===== src/rtl/dcf_pkg.sv =====
package dcf_pkg;
  localparam int CHW = 4;
  localparam int WW  = 32;

  localparam logic [7:0] OFS_CTL  = 8'h00;
  localparam logic [7:0] OFS_CFG  = 8'h08;
  localparam logic [7:0] OFS_STAT = 8'h10;
  localparam logic [7:0] OFS_RX   = 8'h18;

  typedef enum logic [1:0] {TXI_OFF, TXI_EMPTY, TXI_NOTFULL, TXI_LOW} tx_irq_e;
  typedef enum logic [1:0] {RXI_OFF, RXI_FULL, RXI_NOTEMPTY, RXI_HIGH} rx_irq_e;

  typedef struct packed {
    logic [CHW-1:0] chan;
    logic [WW-1:0]  data;
  } tword_t;

  // occupancy at or below a quarter of the depth
  function automatic logic is_low_mark(logic [31:0] cnt, logic [31:0] depth);
    return (cnt << 2) <= depth;
  endfunction

  // occupancy at or above three quarters of the depth
  function automatic logic is_high_mark(logic [31:0] cnt, logic [31:0] depth);
    return (cnt << 2) >= (depth * 32'd3);
  endfunction

  // transmit window: 0x20..0x98 in steps of 8
  function automatic logic tx_hit(logic [7:0] a);
    return (a[2:0] == 3'b000) && (a[7:3] >= 5'd4) && (a[7:3] <= 5'd19);
  endfunction

  function automatic logic [3:0] tx_chan(logic [7:0] a);
    return a[6:3] - 4'd4;
  endfunction
endpackage


===== src/rtl/dcf_tagfifo.sv =====
module dcf_tagfifo #(
  parameter int DEPTH = 8,
  parameter int DW    = 36,
  localparam int AW   = (DEPTH > 1) ? $clog2(DEPTH) : 1,
  localparam int CW   = $clog2(DEPTH + 1)
) (
  input  logic          clk,
  input  logic          rst_n,
  input  logic          push_req,
  input  logic [DW-1:0] push_data,
  input  logic          pop_req,
  output logic [DW-1:0] head,
  output logic [CW-1:0] count,
  output logic          full,
  output logic          empty
);
  logic [DW-1:0] mem [DEPTH];
  logic [AW-1:0] rp, wp;
  logic push_ok, pop_ok;

  assign full    = (count == CW'(DEPTH));
  assign empty   = (count == '0);
  assign push_ok = push_req && !full;
  assign pop_ok  = pop_req && !empty;
  assign head    = mem[rp];

  function automatic logic [AW-1:0] bump(logic [AW-1:0] p);
    return (p == AW'(DEPTH - 1)) ? '0 : p + 1'b1;
  endfunction

  always_ff @(posedge clk) begin
    if (push_ok) mem[wp] <= push_data;
  end

  always_ff @(posedge clk or negedge rst_n) begin
    if (!rst_n) begin
      rp    <= '0;
      wp    <= '0;
      count <= '0;
    end else begin
      if (push_ok) wp <= bump(wp);
      if (pop_ok)  rp <= bump(rp);
      case ({push_ok, pop_ok})
        2'b10:   count <= count + 1'b1;
        2'b01:   count <= count - 1'b1;
        default: count <= count;
      endcase
    end
  end


  push_full_hold_chk: assert property (@(posedge clk) disable iff (!rst_n)
    (push_req && full && !pop_req) |=> $stable(count));


  pop_empty_hold_chk: assert property (@(posedge clk) disable iff (!rst_n)
    (pop_req && empty && !push_req) |=> $stable(count));


  depth_bound_chk: assert property (@(posedge clk) disable iff (!rst_n)
    count <= CW'(DEPTH));
endmodule


===== src/rtl/dcf_irq.sv =====
module dcf_irq
  import dcf_pkg::*;
#(
  parameter int TX_DEPTH = 8,
  parameter int RX_DEPTH = 8,
  localparam int TCW = $clog2(TX_DEPTH + 1),
  localparam int RCW = $clog2(RX_DEPTH + 1)
) (
  input  logic           clk,
  input  logic           rst_n,
  input  tx_irq_e        tx_sel,
  input  rx_irq_e        rx_sel,
  input  logic [TCW-1:0] tx_cnt,
  input  logic [RCW-1:0] rx_cnt,
  output logic           irq
);
  logic tx_cond, rx_cond;

  always_comb begin
    unique case (tx_sel)
      TXI_OFF:     tx_cond = 1'b0;
      TXI_EMPTY:   tx_cond = (tx_cnt == '0);
      TXI_NOTFULL: tx_cond = (tx_cnt != TCW'(TX_DEPTH));
      TXI_LOW:     tx_cond = is_low_mark(32'(tx_cnt), 32'(TX_DEPTH));
      default:     tx_cond = 1'b0;
    endcase
  end

  always_comb begin
    unique case (rx_sel)
      RXI_OFF:      rx_cond = 1'b0;
      RXI_FULL:     rx_cond = (rx_cnt == RCW'(RX_DEPTH));
      RXI_NOTEMPTY: rx_cond = (rx_cnt != '0);
      RXI_HIGH:     rx_cond = is_high_mark(32'(rx_cnt), 32'(RX_DEPTH));
      default:      rx_cond = 1'b0;
    endcase
  end

  assign irq = tx_cond | rx_cond;


  irq_quiet_chk: assert property (@(posedge clk) disable iff (!rst_n)
    (tx_sel == TXI_OFF && rx_sel == RXI_OFF) |-> !irq);


  tx_empty_irq_chk: assert property (@(posedge clk) disable iff (!rst_n)
    (tx_sel == TXI_EMPTY && tx_cnt == '0) |-> irq);


  rx_full_irq_chk: assert property (@(posedge clk) disable iff (!rst_n)
    (rx_sel == RXI_FULL && rx_cnt == RCW'(RX_DEPTH)) |-> irq);
endmodule


===== src/rtl/dbg_chan_fifo.sv =====
module dbg_chan_fifo
  import dcf_pkg::*;
#(
  parameter int TX_DEPTH = 8,
  parameter int RX_DEPTH = 8
) (
  input  logic        clk,
  input  logic        rst_n,
  input  logic        reg_sel,
  input  logic        reg_wr,
  input  logic [7:0]  reg_addr,
  input  logic [31:0] reg_wdata,
  output logic [31:0] reg_rdata,
  output logic        irq,
  output logic        ptx_valid,
  input  logic        ptx_ready,
  output logic [31:0] ptx_data,
  output logic [3:0]  ptx_chan,
  input  logic        prx_valid,
  output logic        prx_ready,
  input  logic [31:0] prx_data,
  input  logic [3:0]  prx_chan
);
  localparam int TCW = $clog2(TX_DEPTH + 1);
  localparam int RCW = $clog2(RX_DEPTH + 1);
  localparam int TWW = $bits(tword_t);

  // named access events
  logic bus_wr, bus_rd;
  logic tx_wr_evt, tx_drop_evt, ctl_wr_evt, cfg_wr_evt, rx_rd_evt;

  logic ovf_q;
  tx_irq_e tx_sel_q;
  rx_irq_e rx_sel_q;

  tword_t tx_in, tx_head, rx_in, rx_head;
  logic [TCW-1:0] tx_cnt;
  logic [RCW-1:0] rx_cnt;
  logic tx_full, tx_empty, rx_full, rx_empty;
  logic [3:0] head_chan;

  assign bus_wr      = reg_sel && reg_wr;
  assign bus_rd      = reg_sel && !reg_wr;
  assign tx_wr_evt   = bus_wr && tx_hit(reg_addr);
  assign tx_drop_evt = tx_wr_evt && tx_full;
  assign ctl_wr_evt  = bus_wr && (reg_addr == OFS_CTL);
  assign cfg_wr_evt  = bus_wr && (reg_addr == OFS_CFG);
  assign rx_rd_evt   = bus_rd && (reg_addr == OFS_RX);

  assign tx_in.chan = tx_chan(reg_addr);
  assign tx_in.data = reg_wdata;

  dcf_tagfifo #(.DEPTH(TX_DEPTH), .DW(TWW)) u_txq (
    .clk       (clk),
    .rst_n     (rst_n),
    .push_req  (tx_wr_evt),
    .push_data (tx_in),
    .pop_req   (ptx_ready),
    .head      (tx_head),
    .count     (tx_cnt),
    .full      (tx_full),
    .empty     (tx_empty)
  );

  assign ptx_valid = !tx_empty;
  assign ptx_data  = tx_head.data;
  assign ptx_chan  = tx_head.chan;

  assign rx_in.chan = prx_chan;
  assign rx_in.data = prx_data;
  assign prx_ready  = !rx_full;

  dcf_tagfifo #(.DEPTH(RX_DEPTH), .DW(TWW)) u_rxq (
    .clk       (clk),
    .rst_n     (rst_n),
    .push_req  (prx_valid),
    .push_data (rx_in),
    .pop_req   (rx_rd_evt),
    .head      (rx_head),
    .count     (rx_cnt),
    .full      (rx_full),
    .empty     (rx_empty)
  );

  assign head_chan = rx_empty ? 4'd0 : rx_head.chan;

  always_ff @(posedge clk or negedge rst_n) begin
    if (!rst_n) begin
      ovf_q <= 1'b0;
    end else if (tx_drop_evt) begin
      ovf_q <= 1'b1;
    end else if (ctl_wr_evt && reg_wdata[0]) begin
      ovf_q <= 1'b0;
    end
  end

  always_ff @(posedge clk or negedge rst_n) begin
    if (!rst_n) begin
      tx_sel_q <= TXI_OFF;
      rx_sel_q <= RXI_OFF;
    end else if (cfg_wr_evt) begin
      tx_sel_q <= tx_irq_e'(reg_wdata[19:18]);
      rx_sel_q <= rx_irq_e'(reg_wdata[17:16]);
    end
  end

  always_comb begin
    unique case (reg_addr)
      OFS_CTL:  reg_rdata = {31'b0, ovf_q};
      OFS_CFG:  reg_rdata = {12'b0, tx_sel_q, rx_sel_q, 8'(TX_DEPTH), 8'(RX_DEPTH)};
      OFS_STAT: reg_rdata = {8'(tx_cnt), 8'(rx_cnt), 8'b0, head_chan,
                             rx_empty, rx_full, tx_empty, tx_full};
      OFS_RX:   reg_rdata = rx_empty ? 32'b0 : rx_head.data;
      default:  reg_rdata = 32'b0;
    endcase
  end

  dcf_irq #(.TX_DEPTH(TX_DEPTH), .RX_DEPTH(RX_DEPTH)) u_irq (
    .clk    (clk),
    .rst_n  (rst_n),
    .tx_sel (tx_sel_q),
    .rx_sel (rx_sel_q),
    .tx_cnt (tx_cnt),
    .rx_cnt (rx_cnt),
    .irq    (irq)
  );


  drop_sets_flag_chk: assert property (@(posedge clk) disable iff (!rst_n)
    tx_drop_evt |=> ovf_q);


  empty_read_zero_chk: assert property (@(posedge clk) disable iff (!rst_n)
    (rx_rd_evt && rx_empty) |-> (reg_rdata == 32'b0));


  tx_hold_chk: assert property (@(posedge clk) disable iff (!rst_n)
    (ptx_valid && !ptx_ready) |=> (ptx_valid && $stable(ptx_data) && $stable(ptx_chan)));
endmodule


===== config.mk =====
export PLATFORM = sky130hd
export DESIGN_NAME = dbg_chan_fifo
export DESIGN_NICKNAME = d
export VERILOG_FILES = /design/src/rtl/dcf_pkg.sv /design/src/rtl/dcf_tagfifo.sv /design/src/rtl/dcf_irq.sv /design/src/rtl/dbg_chan_fifo.sv
export SDC_FILE = /design/constraint.sdc
export NUM_CORES = 1
export LEC_CHECK = 0
export ABC_CLOCK_PERIOD_IN_PS = 5170
export BUFFER_PORTS_ARGS = -buffer_cell sky130_fd_sc_hd__buf_4
export CORE_MARGIN = 2
export CORE_UTILIZATION = 48
export CTS_BUF_LIST = sky130_fd_sc_hd__clkbuf_2
export CTS_CLUSTER_DIAMETER = 150
export DETAILED_ROUTE_END_ITERATION = 10
export PLACE_DENSITY = 0.72
export SLEW_MARGIN = 15
export SYNTH_ARGS = -nofsm -noshare
export SYNTH_HDL_FRONTEND = slang
export SYNTH_SLANG_ARGS = --single-unit

===== constraint.sdc =====
create_clock -name clk -period 5.17 [get_ports clk]
set_input_delay 1.034 -clock clk [delete_from_list [all_inputs] [get_ports clk]]
set_output_delay 1.034 -clock clk [all_outputs]
set_load 0.005 [all_outputs]

==> results.toml, run 1 <==
[global_route]
grt_pass1_vias = 12195
grt.overflow.total = 0
grt_usage = 0.191
antenna_found_initial = 6
grt_max_degree = 75
grt_pass1_wl_um = 71300

[status]
status = "complete, no violations"

[yosys]
syn_area_um2 = 23600
postSynthAreaPerCell_um2 = 22.1
ys_types = 60
synth_cells = 1067
synth_top_area_frac = 0.732
synth-seq-cells = 601
syn_nets = 1166
seq_area_frac_synth = 0.759
async_flop_share = 0.0416
synth.largest_area_cell = "edfxtp_1"
synth_warnings = 0
synth_area_leaders = "edfxtp_1, mux4_2, dfrtp_1"
synth_edf_count = 576
ys.flop_type = "edfxtp_1"

[cts]
cts.path.max_buffers = 3
root_buffer = "clkbuf_2"
clk_pin_slew_ns = 0.10
cts_sinks = 601
htreeDepth = 4
cts_buffers = 145
clk_latency_ns = 1.10
post_cts_buffers = 0
tritoncts = "built"
hold_buffers = 1
cts-resized-gates = 0

[drt]
drtIter0Drc = 788
via_per_inst = 5.48
wl_per_cell_um = 22.3
drc = 0
vias = 11558
first_pass_iters = 5
drt-total-wl_um = 47000
postRouteAntennaNets = 0

[timing]
setup_ws_ns = 0.470
slew_violations = 0
rsz0062_at_grt = "false"
worst_clock_skew_ns = 0.0609
hold_viol = 0
tns_ns = 0
hold_slack_ns = 0.165
period_share = 0.909
min_period_ns = 4.70
worstMarginPinSlew_ns = 1.11
maxSlewHeadroom = 0.262
setup_violations = 0
fmax_mhz = 213

[setup_path]
required_ns = 4.14
crit_type = "reg2out"
crit_chain = "buf_4 -> mux4_2 -> mux2i_1 -> o22ai_1 -> buf_4"
slowest_stage = "dfrtp_4"
cp_common_cell = "buf_4"
cp-end-kind = "output port"
max_stage_delay_ns = 1.00
worstPathMaxFanout = 47
cp-start-kind = "flop"
critical_path_arrival_ns = 3.67

[placement]
io_buffers = 152
finalWeightedCongestion = 0.762
dp_hpwl_um = 27500
post-place-ws_ns = 1.08

[min_path]
min-delay-path-class = "in2reg"

[floorplanning]
row_count = 81
dieArea_um2 = 51000
start_util = 0.484
die_y_um = 226
ios = 153
core_um2 = 48700
dieWidth_um = 226

[power_and_ir_drop]
p_leak_nw = 9.04
peakVddDrop_mv = 0.263
power.density_nw_per_um2 = 421

[cells_and_area]
layout.nets = 1440
drive_gt1_frac = 0.430
syn2layout_area_growth_pct = 14.1
utilization = 0.553
final.fill_count = 3750
multi_input_area_um2 = 5490
regArea_um2 = 17900

[run]
cap_violations = 0
==> through the flow <==
stage | total power, mW | std cells | area, um2
floorplan | 7.61 | 1067 | 23600
global route | 12.0 | 2108 | 26900
finish | 11.4 | 2108 | 26900
CTS | 11.5 | 2105 | 26900
global placement | 8.55 | 1857 | 25700
detailed placement | 8.62 | 1857 | 25700
==> path summary, 6_finish.rpt <==
check / startpoint / to / slack [ns] / cells past startpoint
max reg2reg: u_rxq.count[2]$_DFFE_PN0P_ / u_rxq.count[3]$_DFFE_PN0P_ / 1.90 / 8
min in group asynchronous: rst_n / u_txq.rp[0]$_DFFE_PN0P_ / 0.46 / 2
min reg2reg: ovf_q$_DFFE_PN0P_ / ovf_q$_DFFE_PN0P_ / 0.54 / 1
min: prx_data[19] / u_rxq.mem[3][19]$_DFFE_PP_ / 0.17 / 1
max in group asynchronous: rst_n / u_txq.wp[0]$_DFFE_PN0P_ / 4.39 / 2
max: u_rxq.rp[1]$_DFFE_PN0P_ / reg_rdata[2] / 0.47 / 5
==> area by class of cell <==
class / count / share of cell area
clock inverters: 23 / 0.00427
well taps: 664 / 0.0308
clock buffers: 224 / 0.0416
repair buffers: 180 / 0.0517
flip-flops and latches: 601 / 0.666
inverters: 11 / 0.00153
multi-input cells: 402 / 0.204
diodes: 3 / 0.000279
==> registers in the layout (all words and copies together), names as in the netlist <==
signal       count
tx_sel_q         2
u_txq.count      4
u_rxq.count      4
u_rxq.rp         3
u_txq.mem      288
u_rxq.mem      288
rx_sel_q         2
ovf_q            1
u_txq.wp         3
u_txq.rp         3
u_rxq.wp         3
==> cell families after synthesis <==
family	synth area share
AOI/OAI and AO/OA	0.0133
xor gates and xnor gates	0.00260
adders and majority gates	0.00933
buffers and inverters	0.0137
DFF	0.759
muxes	0.177
and+or+nand+nor	0.0251
==> where the power goes <==
part           leakage (nW)  total [mW]  internal, mW  switching (mW)
clock network         0.989        2.90          1.18            1.72
registers              5.51        6.27          5.75           0.515
logic                  2.54        2.18          1.28           0.904
total                  9.04        11.4          8.21            3.14
==> placed cells by master, fill, tap and decap left out, types with 3 or more instances in the layout <==
cell type / instances
xor2_1: 5
o21ai_0: 6
o2bb2ai_1: 5
nor3_2: 4
clkbuf_2: 224
clkinv_1: 18
nor3b_1: 4
nand2_1: 19
dfrtp_4: 4
a21oi_1: 7
nand2b_1: 9
nor2_4: 7
ha_1: 16
nor4b_4: 3
diode_2: 3
mux4_1: 6
mux2_1: 4
mux2i_1: 35
mux2_2: 48
dfrtp_1: 19
buf_4: 176
inv_1: 11
nor2_1: 22
buf_12: 3
edfxtp_1: 576
or4_1: 3
mux4_2: 137
nor3_1: 8
nand3_1: 4
nor2b_1: 3
o221ai_1: 3
o21ai_1: 4
==> critical path, delay by kind of cell (launching register included) <==
kind	cells	cell delay [ns]
flip-flops	1	1.00
multiplexers	2	0.82
buffers and inverters	2	0.55
AO/OA/AOI/OAI	1	0.16
==> metal layers <==
metal / vias to the layer above / track usage / part of all wire
met5: - / 0 / 0.00077
met1: 5993 / 0.240 / 0.41
li1: 5120 / - / -
met4: 6 / 0.0577 / 0.013
met2: 389 / 0.315 / 0.50
met3: 50 / 0.0644 / 0.078
==> Yosys cell counts (all sizes together) (5+ instances only) <==
cell and instances:
a21oi 7, buf 41, clkbuf 12, dfrtp 25, edfxtp 576, ha 16, inv 11, mux2 52
mux2i 35, mux4 143, nand2 19, nand2b 9, nor2 29, nor3 13, nor3b 5, o21ai 10
o2bb2ai 5, xor2 5
(Power assumes the default switching activity.)
==> inputs of run 2 (changes only) <==
--- a/config.mk
+++ b/config.mk
@@ -7,2 +7,3 @@
 export LEC_CHECK = 0
+export ABC_AREA = 1
 export ABC_CLOCK_PERIOD_IN_PS = 5170
==> constraint.sdc (replaced) <==
create_clock -name clk -period 5.17 [get_ports clk]
set_input_delay 0.2585 -clock clk [delete_from_list [all_inputs] [get_ports clk]]
set_output_delay 0.2585 -clock clk [all_outputs]
set_load 0.005 [all_outputs]
==> run 2 against run 1 <==
  * Worst hold slack better by 0.032 ns
  * Register-to-register slack better by 0.35 ns
  * Sequential power down 3%
  * Clock power up 2%
  * Design area up 8.6%
  * Die area up 3.6%
  * Clock-buffer cell count down 16
==> results.toml, run 2 <==
[cells_and_area]
largestRegisters = "u_rxq.mem: 288 flops, u_txq.mem: 288 flops"
final.fill_count = 4076
drive_gt1_frac = 0.173
syn2layout_area_growth_pct = 19.5
final_cells = 3219
mostFrequentLayoutCells = "edfxtp_1, nor2_1, o21ai_0"
layout.nets = 2541
regArea_um2 = 17900
multi_input_area_um2 = 5900
final_common_cell = "edfxtp_1"

[setup_path]
critical_path_arrival_ns = 4.35
max_stage_delay_ns = 0.68
r2r_start = "u_rxq.count[1]$_DFFE_PN0P_"
cp_common_cell = "dlygate4sd3_1"
r2r-end = "u_rxq.count[3]$_DFFE_PN0P_"
cp-start-kind = "primary input"
r2r_cells = 13
slowest_stage = "dlygate4sd3_1"
worstPathMaxFanout = 36
crit_chain = "dlygate4sd3_1 -> buf_4 -> dlygate4sd3_1 -> nor2_2 -> dlygate4sd3_1 -> nand2_1 -> dlygate4sd3_1 -> nor2_4 -> nand2_2 -> nor2_8 -> nand3_1 -> nand2_1 -> buf_4"
required_ns = 4.91
r2r_setup_slack_ns = 2.25
cp-end-kind = "output port"
crit_type = "in2out"

[drt]
wl_per_cell_um = 17.8
via_per_inst = 5.27
drc = 0
postRouteAntennaNets = 0
drt-total-wl_um = 57300
drtIter0Drc = 1379
vias = 16971
first_pass_iters = 5

[run]
cap_violations = 0

[floorplanning]
start_util = 0.487
core_um2 = 50300
row_count = 82
die_y_um = 230
dieArea_um2 = 52800
ios = 153
dieWidth_um = 230

[yosys]
ys_types = 34
ys.flop_type = "edfxtp_1"
synth_area_leaders = "edfxtp_1, nor2_1, o21ai_0"
synth_cells = 2049
syn_area_um2 = 24500
yosysMostFrequentCell = "edfxtp_1"
synth_top_area_frac = 0.706
syn_nets = 2148
seq_area_frac_synth = 0.732
synth.largest_area_cell = "edfxtp_1"
synth_warnings = 0
synth_common_cells = "edfxtp_1, nor2_1, o21ai_0, nand2_1, nand3_1"
postSynthAreaPerCell_um2 = 11.9
synth-seq-cells = 601
async_flop_share = 0.0416
synth_edf_count = 576

[timing]
min_period_ns = 4.60
rsz0062_at_grt = "false"
worst_clock_skew_ns = 0.0569
maxSlewHeadroom = 0.241
worstMarginPinSlew_ns = 1.14
fmax_mhz = 217
tns_ns = 0
setup_violations = 0
slew_violations = 0
hold_viol = 0
period_share = 0.891

[power_and_ir_drop]
p_leak_nw = 10.9
power.density_nw_per_um2 = 405
total_power_mw = 11.9
peakVddDrop_mv = 0.233

[cts]
htreeDepth = 4
clk_latency_ns = 1.26
cts_sinks = 601
cts_buffers = 146
cts.path.max_buffers = 3
cts-resized-gates = 0
tritoncts = "built"
root_buffer = "clkbuf_2"
clk_pin_slew_ns = 0.10

[global_route]
antenna_found_initial = 5
grt_pass1_wl_um = 89300
grt_pass1_vias = 17053
grt.overflow.total = 0
grt_usage = 0.218
grt_max_degree = 107

[placement]
dp_hpwl_um = 30600
finalWeightedCongestion = 0.773
post-place-cells = 2793
io_buffers = 152

[min_path]
min_path_cells = 5
min-delay-path-class = "in2reg"
hold_path_end = "u_txq.wp[0]$_DFFE_PN0P_"
min-delay-start = "reg_addr[7]"

[status]
status = "complete, no violations"
run 2: stage by stage:
stage	worst slack [ns]	hold WS, ns	cell area (um2)	utilization
floorplan	1.15	-0.0371	24500	-
global placement	1.76	0.193	26200	0.522
detailed placement	1.68	0.198	26200	0.522
CTS	0.231	0.0338	29200	0.582
global route	0.195	0.110	29300	0.582
finish	0.565	0.197	29300	0.582
run 2: how the worst max path moves through the flow:
stage | from | end | slack (ns) | cells past startpoint
2_1_floorplan | reg_addr[5] | u_txq.mem[6][0]$_DFFE_PP_ | 1.15 | 7
3_3_place_gp | u_rxq.rp[0]$_DFFE_PN0P_ | reg_rdata[27] | 1.76 | 9
4_1_cts | u_rxq.rp[0]$_DFFE_PN0P_ | reg_rdata[3] | 0.23 | 7
3_5_place_dp | u_rxq.rp[0]$_DFFE_PN0P_ | reg_rdata[3] | 1.68 | 7
6_report | reg_addr[0] | reg_rdata[2] | 0.57 | 13
5_1_grt | u_txq.rp[0]$_DFFE_PN0P_ | ptx_data[4] | 0.19 | 7
run 2: cells by family after synthesis:
logic type,Yosys count,synth area share
AND/OR/NAND/NOR,858,0.140
flip-flops,601,0.732
AO/OA/AOI/OAI,406,0.0860
buffers and inverters,162,0.0311
adder cells (fa/ha/maj),17,0.00899
XOR/XNOR,5,0.00179
run 2: layout make-up:
type / count / share of cell area
inverters: 50 / 0.00654
clock inverters: 39 / 0.00714
repair buffers: 357 / 0.107
clock buffers: 208 / 0.0356
flip-flops and latches: 601 / 0.613
diodes: 6 / 0.000513
multi-input cells: 1286 / 0.202
well taps: 672 / 0.0287
run 2: worst max-delay path, delay by kind of cell:
kind	cells	cell delay, ns
buffers and inverters	6	2.66
AND/OR/NAND/NOR	7	1.43
run 2: repair_timing:
action	in CTS	in global routing
setup buffers	0	0
hold buffers	173	0
hold endpoints to repair	724	0
run 2: power by group:
part	leakage, nW	internal (mW)	switching (mW)
Combinational	4.37	1.07	1.73
Sequential	5.52	5.73	0.355
Clock	0.968	1.17	1.80
run 2: layer usage:
metal,global-route usage,up-vias,part of all wire
li1,-,8092,-
met1,0.267,8165,0.40
met2,0.375,624,0.51
met3,0.0563,88,0.071
met4,0.0766,2,0.018
met5,0,-,0.00023
==> inputs of run 3 (changes only) <==
Settings changed: ABC_AREA 1 to not set, PLACE_DENSITY 0.72 to not set, PLACE_DENSITY_LB_ADDON set to 0.25.
==> run 3 against run 2 <==
  * Design area down 2.1%
  * Fmax is 4.5% higher
  * Critical path depth decreased by 3
  * Setup slack improved by 0.20 ns
  * Die area decreased by 3.5%
  * Via count shrank 28%
  * Wire length shrank 15%
  * Clock-buffer cell count grew 1
  * Sequential power is essentially flat
  * Worst hold slack better by 0.16 ns
==> results.toml, run 3 (synthesis results as in run 1) <==
[setup_path]
max_stage_delay_ns = 0.67
cp_common_cell = "dlygate4sd3_1"
cp-start-kind = "primary input"
r2r_cells = 10
r2r_start = "u_txq.count[1]$_DFFE_PN0P_"
r2r_setup_slack_ns = 2.12
worstPathMaxFanout = 4
slowest_stage = "dlygate4sd3_1"
crit_type = "in2out"
crit_chain = "dlygate4sd3_1 -> buf_4 -> dlygate4sd3_1 -> nor3_4 -> dlygate4sd3_1 -> dlygate4sd3_1 -> nor3b_1 -> nand2_1 -> o22ai_1 -> buf_4"
critical_path_arrival_ns = 4.15
r2r-end = "u_txq.count[2]$_DFFE_PN0P_"
required_ns = 4.91
cp-end-kind = "output port"

[timing]
hold_slack_ns = 0.360
period_share = 0.853
worst_clock_skew_ns = 0.0697
maxSlewHeadroom = 0.311
hold_viol = 0
worstMarginPinSlew_ns = 1.03
slew_violations = 0
min_period_ns = 4.41
fmax_mhz = 227
setup_violations = 0
rsz0062_at_grt = "false"

[drt]
drtIter0Drc = 710
vias = 12171
wl_per_cell_um = 21.4
first_pass_iters = 4
drt-total-wl_um = 48800
drc = 0
postRouteAntennaNets = 0
via_per_inst = 5.34

[placement]
finalWeightedCongestion = 0.743
io_buffers = 152
dp_hpwl_um = 26400
post_dp_cell_area_um2 = 25600

[cts]
cts-resized-gates = 0
clk_pin_slew_ns = 0.09
cts.path.max_buffers = 3
clk_latency_ns = 1.24
htreeDepth = 4
post_cts_buffers = 0
cts_sinks = 601
cts_buffers = 148
tritoncts = "built"
root_buffer = "clkbuf_2"

[global_route]
grt_pass1_vias = 13359
grt_max_degree = 59
grt_pass1_wl_um = 74900
grt_usage = 0.201
grt.overflow.total = 0
antenna_found_initial = 7

[min_path]
min-delay-path-class = "in2reg"
min-delay-start = "reg_addr[6]"
hold_path_end = "u_txq.mem[4][35]$_DFFE_PP_"
min_path_cells = 5

[floorplanning]
dieWidth_um = 226
ios = 153
start_util = 0.484
dieArea_um2 = 51000
core_um2 = 48700
die_y_um = 226
row_count = 81

[run]
cap_violations = 0

[status]
status = "complete, no violations"

[cells_and_area]
regArea_um2 = 17900
largestRegisters = "u_rxq.mem: 288 flops, u_txq.mem: 288 flops"
drive_gt1_frac = 0.378
layout.nets = 1610
fin_area_um2 = 28600
mostFrequentLayoutCells = "edfxtp_1, clkbuf_2, buf_4"
final_common_cell = "edfxtp_1"
syn2layout_area_growth_pct = 21.3
multi_input_area_um2 = 5490
final.fill_count = 3723

[power_and_ir_drop]
p_leak_nw = 9.74
peakVddDrop_mv = 0.246
total_power_mw = 11.5
power.density_nw_per_um2 = 402
## run 3: metal layers
layer | vias up | global-route usage | part of all wire
li1 | 5457 | - | -
met1 | 6302 | 0.243 | 0.41
met2 | 327 | 0.336 | 0.52
met3 | 79 | 0.0593 | 0.054
met4 | 6 | 0.0848 | 0.020
met5 | - | 0 | 0.00072
## run 3: area by class of cell
| cell class | instances | share of cell area |
|---|---|---|
| well taps | 664 | 0.0290 |
| clock buffers | 209 | 0.0365 |
| multi-input cells | 402 | 0.192 |
| diodes | 4 | 0.000350 |
| repair buffers | 347 | 0.106 |
| flip-flops and latches | 601 | 0.626 |
| clock inverters | 42 | 0.00843 |
| inverters | 11 | 0.00144 |
## run 3: critical path, delay by kind of cell
kind | cells | cell delay, ns
buffers and inverters | 6 | 2.73
AOI/OAI and AO/OA | 1 | 0.38
and+or+nand+nor | 3 | 0.78
## run 3: how the worst max path moves through the flow
stage,cells after the start,end,from
3_5_place_dp,5,reg_rdata[16],u_rxq.rp[1]$_DFFE_PN0P_
2_1_floorplan,7,u_txq.mem[0][0]$_DFFE_PP_,reg_addr[6]
5_1_grt,5,reg_rdata[16],u_rxq.rp[1]$_DFFE_PN0P_
4_1_cts,5,reg_rdata[16],u_rxq.rp[1]$_DFFE_PN0P_
3_3_place_gp,5,reg_rdata[16],u_rxq.rp[1]$_DFFE_PN0P_
6_report,10,reg_rdata[2],reg_addr[2]
## run 3: power by group
part	internal [mW]	switching, mW
combinational	1.35	1.07
sequential	5.76	0.352
clock	1.23	1.76
## run 3: repair_timing
item / in CTS / in global routing
hold buffers: 169 / 0
setup endpoints to repair: 0 / 0
endpoints found under the hold margin: 782 / 0
## run 3: metrics by stage
step	utilization	std cells	setup TNS, ns	setup WS [ns]
2_1_floorplan	-	1067	-1.81	-0.0251
3_3_place_gp	0.526	1856	0	2.11
3_5_place_dp	0.526	1856	0	2.09
4_1_cts	0.587	2276	0	0.610
5_1_grt	0.587	2279	0	0.539
6_report	0.587	2280	0	0.762
